**src/rtl/scrom_pkg.sv**
```systemverilog
package scrom_pkg;

    localparam int unsigned WORD_W      = 39;
    localparam int unsigned DATA_W      = 32;
    localparam int unsigned CHK_W       = 7;
    localparam int unsigned MAX_AW      = 16;
    localparam int unsigned ADDR_ROUNDS = 2;
    localparam int unsigned DATA_ROUNDS = 3;

    typedef logic [WORD_W-1:0] word_t;
    typedef logic [MAX_AW-1:0] aidx_t;

    typedef struct packed { logic  vld; } ctl_t;
    typedef struct packed { word_t raw; } arr_t;
    typedef struct packed { word_t ks;  } kst_t;

    function automatic aidx_t amask(input int unsigned aw);
        logic [31:0] full;
        full = (32'd1 << aw) - 32'd1;
        return full[MAX_AW-1:0];
    endfunction

    // keyed bijection on aw-bit addresses: xor, add, rotate, xorshift
    function automatic aidx_t addr_fwd(input aidx_t a, input logic [63:0] key,
                                       input int unsigned aw);
        aidx_t m, x, rk, rc;
        m = amask(aw);
        x = a & m;
        for (int r = 0; r < int'(ADDR_ROUNDS); r++) begin
            rk = aidx_t'(key >> (r * 16));
            rc = aidx_t'(key >> (r * 16 + 8));
            x  = (x ^ rk) & m;
            x  = (x + rc) & m;
            x  = ((x << 1) | (x >> (aw - 1))) & m;
            x  = x ^ (x >> 1);
        end
        return x;
    endfunction

    function automatic aidx_t addr_inv(input aidx_t p, input logic [63:0] key,
                                       input int unsigned aw);
        aidx_t m, x, y, rk, rc;
        m = amask(aw);
        x = p & m;
        for (int r = int'(ADDR_ROUNDS) - 1; r >= 0; r--) begin
            rk = aidx_t'(key >> (r * 16));
            rc = aidx_t'(key >> (r * 16 + 8));
            y  = x;
            for (int i = 0; i < int'(MAX_AW); i++) y = x ^ (y >> 1);
            x  = y;
            x  = ((x >> 1) | ((x & aidx_t'(1)) << (aw - 1))) & m;
            x  = (x - rc) & m;
            x  = (x ^ rk) & m;
        end
        return x;
    endfunction

    // keyed bijection on 39-bit words
    function automatic word_t data_fwd(input word_t w, input logic [63:0] key);
        word_t x, rk, rc;
        x = w;
        for (int r = 0; r < int'(DATA_ROUNDS); r++) begin
            rk = word_t'({key, key} >> (r * 13));
            rc = word_t'(key >> (r * 7));
            x  = x ^ rk;
            x  = x + rc;
            x  = (x << 7) | (x >> (WORD_W - 7));
            x  = x ^ (x >> 5);
        end
        return x;
    endfunction

    function automatic word_t data_inv(input word_t w, input logic [63:0] key);
        word_t x, y, rk, rc;
        x = w;
        for (int r = int'(DATA_ROUNDS) - 1; r >= 0; r--) begin
            rk = word_t'({key, key} >> (r * 13));
            rc = word_t'(key >> (r * 7));
            y  = x;
            for (int i = 0; i < int'(WORD_W); i++) y = x ^ (y >> 5);
            x  = y;
            x  = (x >> 7) | (x << (WORD_W - 7));
            x  = x - rc;
            x  = x ^ rk;
        end
        return x;
    endfunction

    // keyed mixing function standing in for a lightweight cipher
    function automatic word_t ks_fn(input aidx_t a, input logic [63:0] key,
                                    input logic [63:0] nonce);
        logic [63:0] v;
        v = key ^ ({48'd0, a} * 64'h9E37_79B9_7F4A_7C15);
        v = v ^ (v >> 29);
        v = (v * 64'hBF58_476D_1CE4_E5B9) ^ nonce;
        v = v ^ (v >> 32);
        return v[WORD_W-1:0];
    endfunction

    function automatic word_t plain_fn(input aidx_t a, input logic [31:0] seed);
        logic [31:0] d;
        d = seed ^ ({16'd0, a} * 32'h0100_0193);
        return {d[6:0] ^ d[31:25], d};
    endfunction

    // stored word at physical row p
    function automatic word_t rom_image(input aidx_t p, input int unsigned aw,
                                        input logic [63:0] akey, input logic [63:0] dkey,
                                        input logic [63:0] kkey, input logic [63:0] nonce,
                                        input logic [31:0] seed);
        aidx_t a;
        a = addr_inv(p, akey, aw);
        return data_inv(plain_fn(a, seed) ^ ks_fn(a, kkey, nonce), dkey);
    endfunction

endpackage

```
**src/rtl/scrom_addr_map.sv**
```systemverilog
module scrom_addr_map
    import scrom_pkg::*;
#(
    parameter int unsigned AW       = 6,
    parameter logic [63:0] ADDR_KEY = 64'h3C91_D0A7_5E24_B86F
) (
    input  logic [AW-1:0] laddr_i,
    output logic [AW-1:0] paddr_o
);
    aidx_t mapped;

    always_comb begin
        mapped  = addr_fwd(aidx_t'(laddr_i), ADDR_KEY, AW);
        paddr_o = mapped[AW-1:0];
    end
endmodule

```
**src/rtl/scrom_array.sv**
```systemverilog
module scrom_array
    import scrom_pkg::*;
#(
    parameter int unsigned AW         = 6,
    parameter logic [63:0] ADDR_KEY   = 64'h3C91_D0A7_5E24_B86F,
    parameter logic [63:0] DATA_KEY   = 64'h81F4_2B6C_E953_0DA7,
    parameter logic [63:0] KS_KEY     = 64'h5B0E_C7A2_19D4_F863,
    parameter logic [63:0] NONCE      = 64'hA7D3_4E19_60BC_F285,
    parameter logic [31:0] PLAIN_SEED = 32'hC3A5_1E0F
) (
    input  logic          clk_i,
    input  logic          rst_ni,
    input  logic          en_i,
    input  logic [AW-1:0] paddr_i,
    output word_t         raw_o
);
    localparam int unsigned DEPTH = 1 << AW;

    word_t tbl [DEPTH];
    arr_t  st_d, st_q;

    for (genvar g = 0; g < DEPTH; g++) begin : g_row
        assign tbl[g] = rom_image(aidx_t'(g), AW, ADDR_KEY, DATA_KEY,
                                  KS_KEY, NONCE, PLAIN_SEED);
    end

    always_comb begin
        st_d = st_q;
        if (en_i) st_d.raw = tbl[paddr_i];
    end

    always_ff @(posedge clk_i or negedge rst_ni) begin
        if (!rst_ni) st_q <= '0;
        else         st_q <= st_d;
    end

    assign raw_o = st_q.raw;

    assert_array_hold_R6: assert property (@(posedge clk_i) disable iff (!rst_ni)
        !en_i |=> $stable(raw_o));
endmodule

```
**src/rtl/scrom_keystream.sv**
```systemverilog
module scrom_keystream
    import scrom_pkg::*;
#(
    parameter int unsigned AW     = 6,
    parameter logic [63:0] KS_KEY = 64'h5B0E_C7A2_19D4_F863,
    parameter logic [63:0] NONCE  = 64'hA7D3_4E19_60BC_F285
) (
    input  logic          clk_i,
    input  logic          rst_ni,
    input  logic          en_i,
    input  logic [AW-1:0] laddr_i,
    output word_t         ks_o
);
    kst_t st_d, st_q;

    always_comb begin
        st_d = st_q;
        if (en_i) st_d.ks = ks_fn(aidx_t'(laddr_i), KS_KEY, NONCE);
    end

    always_ff @(posedge clk_i or negedge rst_ni) begin
        if (!rst_ni) st_q <= '0;
        else         st_q <= st_d;
    end

    assign ks_o = st_q.ks;

    assert_ks_hold_R6: assert property (@(posedge clk_i) disable iff (!rst_ni)
        !en_i |=> $stable(ks_o));
endmodule

```
**src/rtl/scrom_data_unscr.sv**
```systemverilog
module scrom_data_unscr
    import scrom_pkg::*;
#(
    parameter logic [63:0] DATA_KEY = 64'h81F4_2B6C_E953_0DA7
) (
    input  word_t raw_i,
    input  word_t ks_i,
    output word_t word_o
);
    always_comb word_o = data_fwd(raw_i, DATA_KEY) ^ ks_i;
endmodule

```
**src/rtl/scrom_fetch.sv**
```systemverilog
module scrom_fetch
    import scrom_pkg::*;
#(
    parameter int unsigned AW         = 6,
    parameter logic [63:0] ADDR_KEY   = 64'h3C91_D0A7_5E24_B86F,
    parameter logic [63:0] DATA_KEY   = 64'h81F4_2B6C_E953_0DA7,
    parameter logic [63:0] KS_KEY     = 64'h5B0E_C7A2_19D4_F863,
    parameter logic [63:0] NONCE      = 64'hA7D3_4E19_60BC_F285,
    parameter logic [31:0] PLAIN_SEED = 32'hC3A5_1E0F
) (
    input  logic          clk_i,
    input  logic          rst_ni,
    input  logic          req_i,
    input  logic [AW-1:0] addr_i,
    output logic          rsp_valid_o,
    output logic [31:0]   rsp_data_o,
    output logic [6:0]    rsp_chk_o
);
    logic [AW-1:0] paddr;
    word_t         raw, ks, word;
    ctl_t          st_d, st_q;

    scrom_addr_map #(.AW(AW), .ADDR_KEY(ADDR_KEY)) u_map (
        .laddr_i (addr_i),
        .paddr_o (paddr)
    );

    scrom_array #(
        .AW(AW), .ADDR_KEY(ADDR_KEY), .DATA_KEY(DATA_KEY),
        .KS_KEY(KS_KEY), .NONCE(NONCE), .PLAIN_SEED(PLAIN_SEED)
    ) u_array (
        .clk_i   (clk_i),
        .rst_ni  (rst_ni),
        .en_i    (req_i),
        .paddr_i (paddr),
        .raw_o   (raw)
    );

    scrom_keystream #(.AW(AW), .KS_KEY(KS_KEY), .NONCE(NONCE)) u_ks (
        .clk_i   (clk_i),
        .rst_ni  (rst_ni),
        .en_i    (req_i),
        .laddr_i (addr_i),
        .ks_o    (ks)
    );

    scrom_data_unscr #(.DATA_KEY(DATA_KEY)) u_unscr (
        .raw_i  (raw),
        .ks_i   (ks),
        .word_o (word)
    );

    always_comb begin
        st_d     = st_q;
        st_d.vld = req_i;
    end

    always_ff @(posedge clk_i or negedge rst_ni) begin
        if (!rst_ni) st_q <= '0;
        else         st_q <= st_d;
    end

    assign rsp_valid_o = st_q.vld;
    assign rsp_data_o  = word[DATA_W-1:0];
    assign rsp_chk_o   = word[WORD_W-1:DATA_W];

    // the row selected must map back to the logical address
    assert_addr_bijective_R7: assert property (@(posedge clk_i) disable iff (!rst_ni)
        req_i |-> (addr_inv(aidx_t'(paddr), ADDR_KEY, AW) == aidx_t'(addr_i)));

    assert_valid_after_req_R2: assert property (@(posedge clk_i) disable iff (!rst_ni)
        req_i |=> rsp_valid_o);

    assert_no_spurious_valid_R2: assert property (@(posedge clk_i) disable iff (!rst_ni)
        !req_i |=> !rsp_valid_o);

    assert_chk_bits_R4: assert property (@(posedge clk_i) disable iff (!rst_ni)
        rsp_valid_o |-> (rsp_chk_o == (rsp_data_o[6:0] ^ rsp_data_o[31:25])));

    assert_hold_idle_R6: assert property (@(posedge clk_i) disable iff (!rst_ni)
        !req_i |=> $stable({rsp_chk_o, rsp_data_o}));
endmodule

```
**config.mk**
```make
export PLATFORM = sky130hd
export DESIGN_NAME = scrom_fetch
export DESIGN_NICKNAME = d
export VERILOG_FILES = /design/src/rtl/scrom_pkg.sv /design/src/rtl/scrom_addr_map.sv /design/src/rtl/scrom_array.sv /design/src/rtl/scrom_keystream.sv /design/src/rtl/scrom_data_unscr.sv /design/src/rtl/scrom_fetch.sv
export SDC_FILE = /design/constraint.sdc
export NUM_CORES = 2
export LEC_CHECK = 0
export BUFFER_PORTS_ARGS = -buffer_cell sky130_fd_sc_hd__buf_4
export CORE_UTILIZATION = 30
export CTS_BUF_LIST = sky130_fd_sc_hd__clkbuf_8
export CTS_CLUSTER_DIAMETER = 200
export DETAILED_ROUTE_END_ITERATION = 10
export GPL_TIMING_DRIVEN = 0
export SLEW_MARGIN = 10
export SYNTH_ARGS = -nofsm -noshare
export SYNTH_HDL_FRONTEND = slang
export SYNTH_SLANG_ARGS = --single-unit
```
**constraint.sdc**
```tcl
create_clock -name clk_i -period 16.6 [get_ports clk_i]
set_input_delay 2.49 -clock clk_i [delete_from_list [all_inputs] [get_ports clk_i]]
set_output_delay 2.49 -clock clk_i [all_outputs]
set_load 0.03 [all_outputs]
```
# ---- Word-level counts from Yosys, hierarchy flattened
# Memories as Yosys holds them, arrays and structs flattened. A register that Yosys moved wholly into a read port is not among the register bits.
# Index checks and enable logic that the tools add are counted.
# Widths: inputs -> output; s select.
dict set report classes {
  add_sub_neg 5
  mul 2
  bitwise 21
  n_reduce_logical 1
}
# operator n
set ops {}
lappend ops {{$add 39x39->39 const B} 3}
lappend ops {{$or 39x7->39} 3}
lappend ops {{$xor 39x34->39} 3}
lappend ops {{$mul 6x64->64 const B} 1}
lappend ops {{$mul 64x64->64 const B} 1}
lappend ops {{$not 32->32} 2}
lappend ops {{$xor 64x35->64} 1}
lappend ops {{$xor 39x32->39} 1}
lappend ops {{$xor 39x39->39} 1}
lappend ops {{$not 21->21} 1}
lappend ops {{$not 20->20} 1}
lappend ops {{$not 18->18} 1}
lappend ops {{$or 6x1->6} 2}
lappend ops {{$xor 6x5->6} 2}
lappend ops {{$not 6->7} 1}
lappend ops {{$add 6x5->6 const B} 1}
lappend ops {{$add 6x6->6 const B} 1}
lappend ops {{$not 5->5} 1}
lappend ops {{$not 2->2} 1}
lappend ops {{$logic_not 1->1} 1}
dict set report word_totals {
  reg_bits 40
  mem_bits_ro 2496
  inputBits 9
  out_inout_bits 40
  elab_cells 32
  mem_count 1
}
# name depth word_bits rd rd_clocked_by_memory_dff write_ports line
set mem_list {}
lappend mem_list {{(name not given)} 64 39 1 1 0 scrom_array.sv:29} ;# if (en_i) st_d.raw = tbl[paddr_i];

# ---- Logic depth before layout (Yosys ltp)
dict set report logic_depth {
  depth_word 13
  depth_mapped 60
  mapped_depth_nobuf 59
}

# ---- Cells and area by module
# A second synthesis with hierarchy kept.
dict set report hier_totals {
  cells_unflattened 5621
  hier_area_um2 51364.3
}
# module instances cells_each area_per_inst_um2 seq_area_each_um2
set modules_own_cells {}
lappend modules_own_cells {scrom_keystream 1 4224 40915.5 975.9}
lappend modules_own_cells {scrom_data_unscr 1 704 5424.0 0.0}
lappend modules_own_cells {scrom_array 1 670 4834.6 975.9}
lappend modules_own_cells {scrom_addr_map 1 22 165.2 0.0}
lappend modules_own_cells {scrom_fetch 1 1 25.0 25.0}

# ---- Worst setup path before layout
# OpenSTA, ideal clock, no wires.
dict set report synth_timing {
  kind {input -> register}
  from {input port addr_i[1]}
  to {register u_ks.st_q (netlist bit u_ks.ks_o[31])}
  setup_time_ns 0.125
  arrival_time_ns 16.768
  required_ns 16.475
  setup_slack_ns -0.293
  path_stages 57
  path_buffers 3
  cell_sequence {ha_1 clkbuf_1 clkinv_1 clkbuf_1 clkbuf_1 fa_1 inv_1 fa_1 ha_1 a21oi_1 o21ai_0 a31oi_1 o21ai_1 a2111oi_2 nor3_1 o21ai_0 nand4_1 nand3_1 [... 21 more ...] fa_1 inv_1 ha_1 a21oi_1 o21bai_1 a21o_1 a21oi_1 nor2b_1 o21ai_0 nand2b_1 o41a_1 a21o_1 a21oi_1 o21ai_0 a21o_1 a21oi_1 xnor2_1 mux2_2}
}
dict set report synth_between {
  elab_chain_len 6
}
# element line
set synth_lines {}
lappend synth_lines {{start, declared} scrom_fetch.sv:14} ;# input logic [AW-1:0] addr_i,
lappend synth_lines {{$mul 6x64->64 *} scrom_pkg.sv:93} ;# v = key ^ ({48'd0, a} * 64'h9E37_79B9_7F4A_7C15);
lappend synth_lines {{$not 32->32 (no source line)} --}
lappend synth_lines {{$xor 64x35->64 *} scrom_pkg.sv:94} ;# v = v ^ (v >> 29);
lappend synth_lines {{$mul 64x64->64 *} scrom_pkg.sv:95} ;# v = (v * 64'hBF58_476D_1CE4_E5B9) ^ nonce;
lappend synth_lines {{$not 32->32 (no source line)} --}
lappend synth_lines {{$xor 39x32->39 *} scrom_pkg.sv:96} ;# v = v ^ (v >> 32);
lappend synth_lines {{end signal, assigned} scrom_keystream.sv:23} ;# else st_q <= st_d;
lappend synth_lines {{end, declared} scrom_keystream.sv:14} ;# kst_t st_d, st_q;
# Every way passes the cells marked *; elsewhere a longest branch is shown, timed or not.
# A chain may end at the register's enable or synchronous reset.

# ---- Final worst setup path
dict set report layout_timing {
  from {input port addr_i[4]}
  to {register u_ks.st_q (netlist bit u_ks.ks_o[31])}
}
# The elaborated chain is that of the path after synthesis.

==> flow_summary.json <==
{
  "core_mm2": 0.167,
  "cp.arrival_ps": 16570,
  "globalRouteTotalUtil_pct": 25.8,
  "synth_area_mm2": 0.0506,
  "fin_nets": 7332,
  "crit_start": "addr_i[4]",
  "gp_congestion": 1.07,
  "r2r-start": "u_array.raw_o[20]",
  "synth-seq-cells": 79,
  "hold_depth": 1,
  "synth_top_area_share_pct": 35.2,
  "numCtsBuffers": 9,
  "rows": 150,
  "clockBufferDepth": 2,
  "fin_crit_sh_pct": 98.0,
  "slew_violations": 0,
  "tightest_slew_ps": 1300,
  "synth.area.top_cells": "fa_1 (35%), ha_1 (18%), inv_1 (10%)",
  "status": "complete, no violations",
  "ioPinCount": 49,
  "end_kind": "register",
  "drt-initial-drc-count": 4350,
  "synth_async_sr_flop_share_pct": 100,
  "area_growth_pct": 12.0,
  "cts_root_buf": "clkbuf_8",
  "slew_headroom_pct": 13.3,
  "slowest_stage": "fa_2",
  "grt_antenna_before_repair": 13,
  "post-dp-hpwl_mm": 192,
  "port_buffers": 48,
  "cpMostUsedCell": "fa_1",
  "synth_cell_type_count": 110,
  "postSynthNetCount": 7153,
  "clkTransAtPathRegs_ps": 90,
  "dr.pass1.iters": 8,
  "synth_warnings": 0,
  "synth_top_flop_cell": "dfrtp_1",
  "die-area_mm2": 0.170,
  "reg2reg_depth": 3,
  "nFillCells": 17292,
  "synth-edff-count": 0,
  "cts_tree": "built",
  "synth_area_per_cell_um2": 9.14,
  "grt.overflow.total": 0,
  "finalSetupViolations": 0,
  "dp_cells": 7819,
  "critical_path.max_stage_delay_ps": 710,
  "critPathMaxFanout": 8,
  "start_util_pct": 30.2,
  "finClkSkew_ps": 0,
  "min_period_ps": 16270,
  "worstSkewPairLatency_ps": 410,
  "drt_wl_total_mm": 220,
  "yosysSeqAreaShare_pct": 3.91,
  "vias": 41610,
  "fin_util_pct": 33.9,
  "fmax_mhz": 61.5,
  "grt_pass1_vias": 42900,
  "ctsHtreeMaxLevel": 3,
  "final-hold-violation-count": 0,
  "grt_max_degree": 80,
  "critPathCapture": "u_ks.ks_o[31]",
  "start_kind": "primary input",
  "synthCells": 5534,
  "detail-route-antenna-nets": 0,
  "required_ps": 16900,
  "vias_per_cell": 5.25,
  "stdcell_count": 7924,
  "drive_above_1_share_pct": 9.01,
  "synth_top_area_cell": "fa_1",
  "rr_endpoint": "u_array.raw_o[20]",
  "die_h_um": 413,
  "drc": 0,
  "fp.dieW_um": 413,
  "regToRegSetupSlack_ps": 15510,
  "clkSinkCount": 79,
  "hold_class": "register to register",
  "worstSetupPathType": "primary input to register",
  "hold_buffers": 0,
  "grt_first_pass_wirelength_mm": 311,
  "post_drt_wl_per_cell_um": 27.7,
  "drv_cap": 0
}
## registers in the layout, summed over array words and instances, names as in the netlist
| signal | count |
|---|---|
| u_array.raw_o | 39 |
| u_ks.ks_o | 39 |
| rsp_valid_o | 1 |
## timing repair
action | in CTS | in global routing
gates resized for setup | 159 | 63
buffers inserted | 70 | 23
setup endpoints to repair | 39 | 17
pin swaps | 33 | 24
## per-layer routing
| layer | track usage, % | wire length [um] | part of all wire [%] | vias to the layer above |
|---|---|---|---|---|
| met5 | 0 | 54 | 0.025 | - |
| met4 | 11.4 | 12200 | 5.6 | 8 |
| li1 | - | - | - | 17924 |
| met2 | 39.5 | 94800 | 43 | 2026 |
| met3 | 4.91 | 19700 | 8.9 | 446 |
| met1 | 35.1 | 93000 | 42 | 21206 |
## logic make-up after synthesis
logic type	share of synthesized area [%]
fa+ha+maj	53.0
flops	3.91
simple gates	7.67
mux	0.784
compound gates	11.8
xor+xnor	11.6
buf+inv	11.2
## final cells by class
class / count / area [um^2] / area share, %
sequential: 79 / 1980 / 3.49
antenna: 2 / 5.00 / 0.00884
clock inverter: 7 / 61.3 / 0.108
timing repair buffer: 174 / 1640 / 2.90
inverter: 1375 / 5220 / 9.21
buffer: 119 / 524 / 0.926
tap: 2204 / 2760 / 4.87
clock buffer: 9 / 124 / 0.219
multi-input combinational: 3955 / 44300 / 78.3
## cell usage after synthesis, drive strengths merged (79+ instances only)
library cell     n
clkbuf         106
nand3           94
a21o           111
ha             721
a21oi          269
xnor2          411
fa             889
dfrtp           79
inv           1371
xor2           173
nor2           204
nand2          246
o21ai          157
## critical path, delay by kind of cell
kind	cells	cell delay [ps]
compound gates	17	3670
fa+ha+maj	16	7400
buf+inv	9	980
mux	1	260
xor+xnor	3	630
simple gates	7	1110
## metrics by stage
| stage | instance area (um^2) | worst slack [ps] | hold slack [ps] | setup TNS, ps |
|---|---|---|---|---|
| 2_1_floorplan | 50600 | 22.7 | 497 | 0 |
| 3_3_place_gp | 53700 | -6480 | 511 | -198230 |
| 3_5_place_dp | 54500 | -4860 | 517 | -127290 |
| 4_1_cts | 56200 | 15.6 | 536 | 0 |
| 5_1_grt | 56600 | -26.1 | 550 | -26.1 |
| 6_report | 56600 | 329 | 533 | 0 |
## cell usage in the layout, fill, tap and decap left out, types with 25 or more instances in the layout
| master | instances |
|---|---|
| a211oi_1 | 25 |
| a21o_1 | 111 |
| a21oi_1 | 251 |
| a31oi_1 | 53 |
| and2_1 | 30 |
| buf_4 | 128 |
| buf_6 | 26 |
| clkbuf_1 | 95 |
| dfrtp_1 | 79 |
| fa_1 | 878 |
| ha_1 | 698 |
| inv_1 | 1356 |
| mux2_2 | 29 |
| nand2_1 | 242 |
| nand2b_1 | 49 |
| nand3_1 | 92 |
| nor2_1 | 198 |
| nor3_1 | 56 |
| o211ai_1 | 31 |
| o21a_1 | 26 |
| o21ai_0 | 130 |
| o311ai_0 | 29 |
| or2_2 | 25 |
| xnor2_1 | 344 |
| xnor2_2 | 55 |
| xor2_1 | 137 |
## worst min path at each step
stage / from / endpoint / slack (ps)
finish: u_ks.ks_o[25] / u_ks.ks_o[25] / 530
global route: u_ks.ks_o[25] / u_ks.ks_o[25] / 550
CTS: u_ks.ks_o[37] / u_ks.ks_o[37] / 540
detailed placement: u_ks.ks_o[37] / u_ks.ks_o[37] / 520
global placement: u_ks.ks_o[33] / u_ks.ks_o[33] / 510
floorplan: u_ks.ks_o[27] / u_ks.ks_o[27] / 500
Power is not shown: default switching activity piles up to over one toggle a cycle in this logic, so the estimate is an artifact.
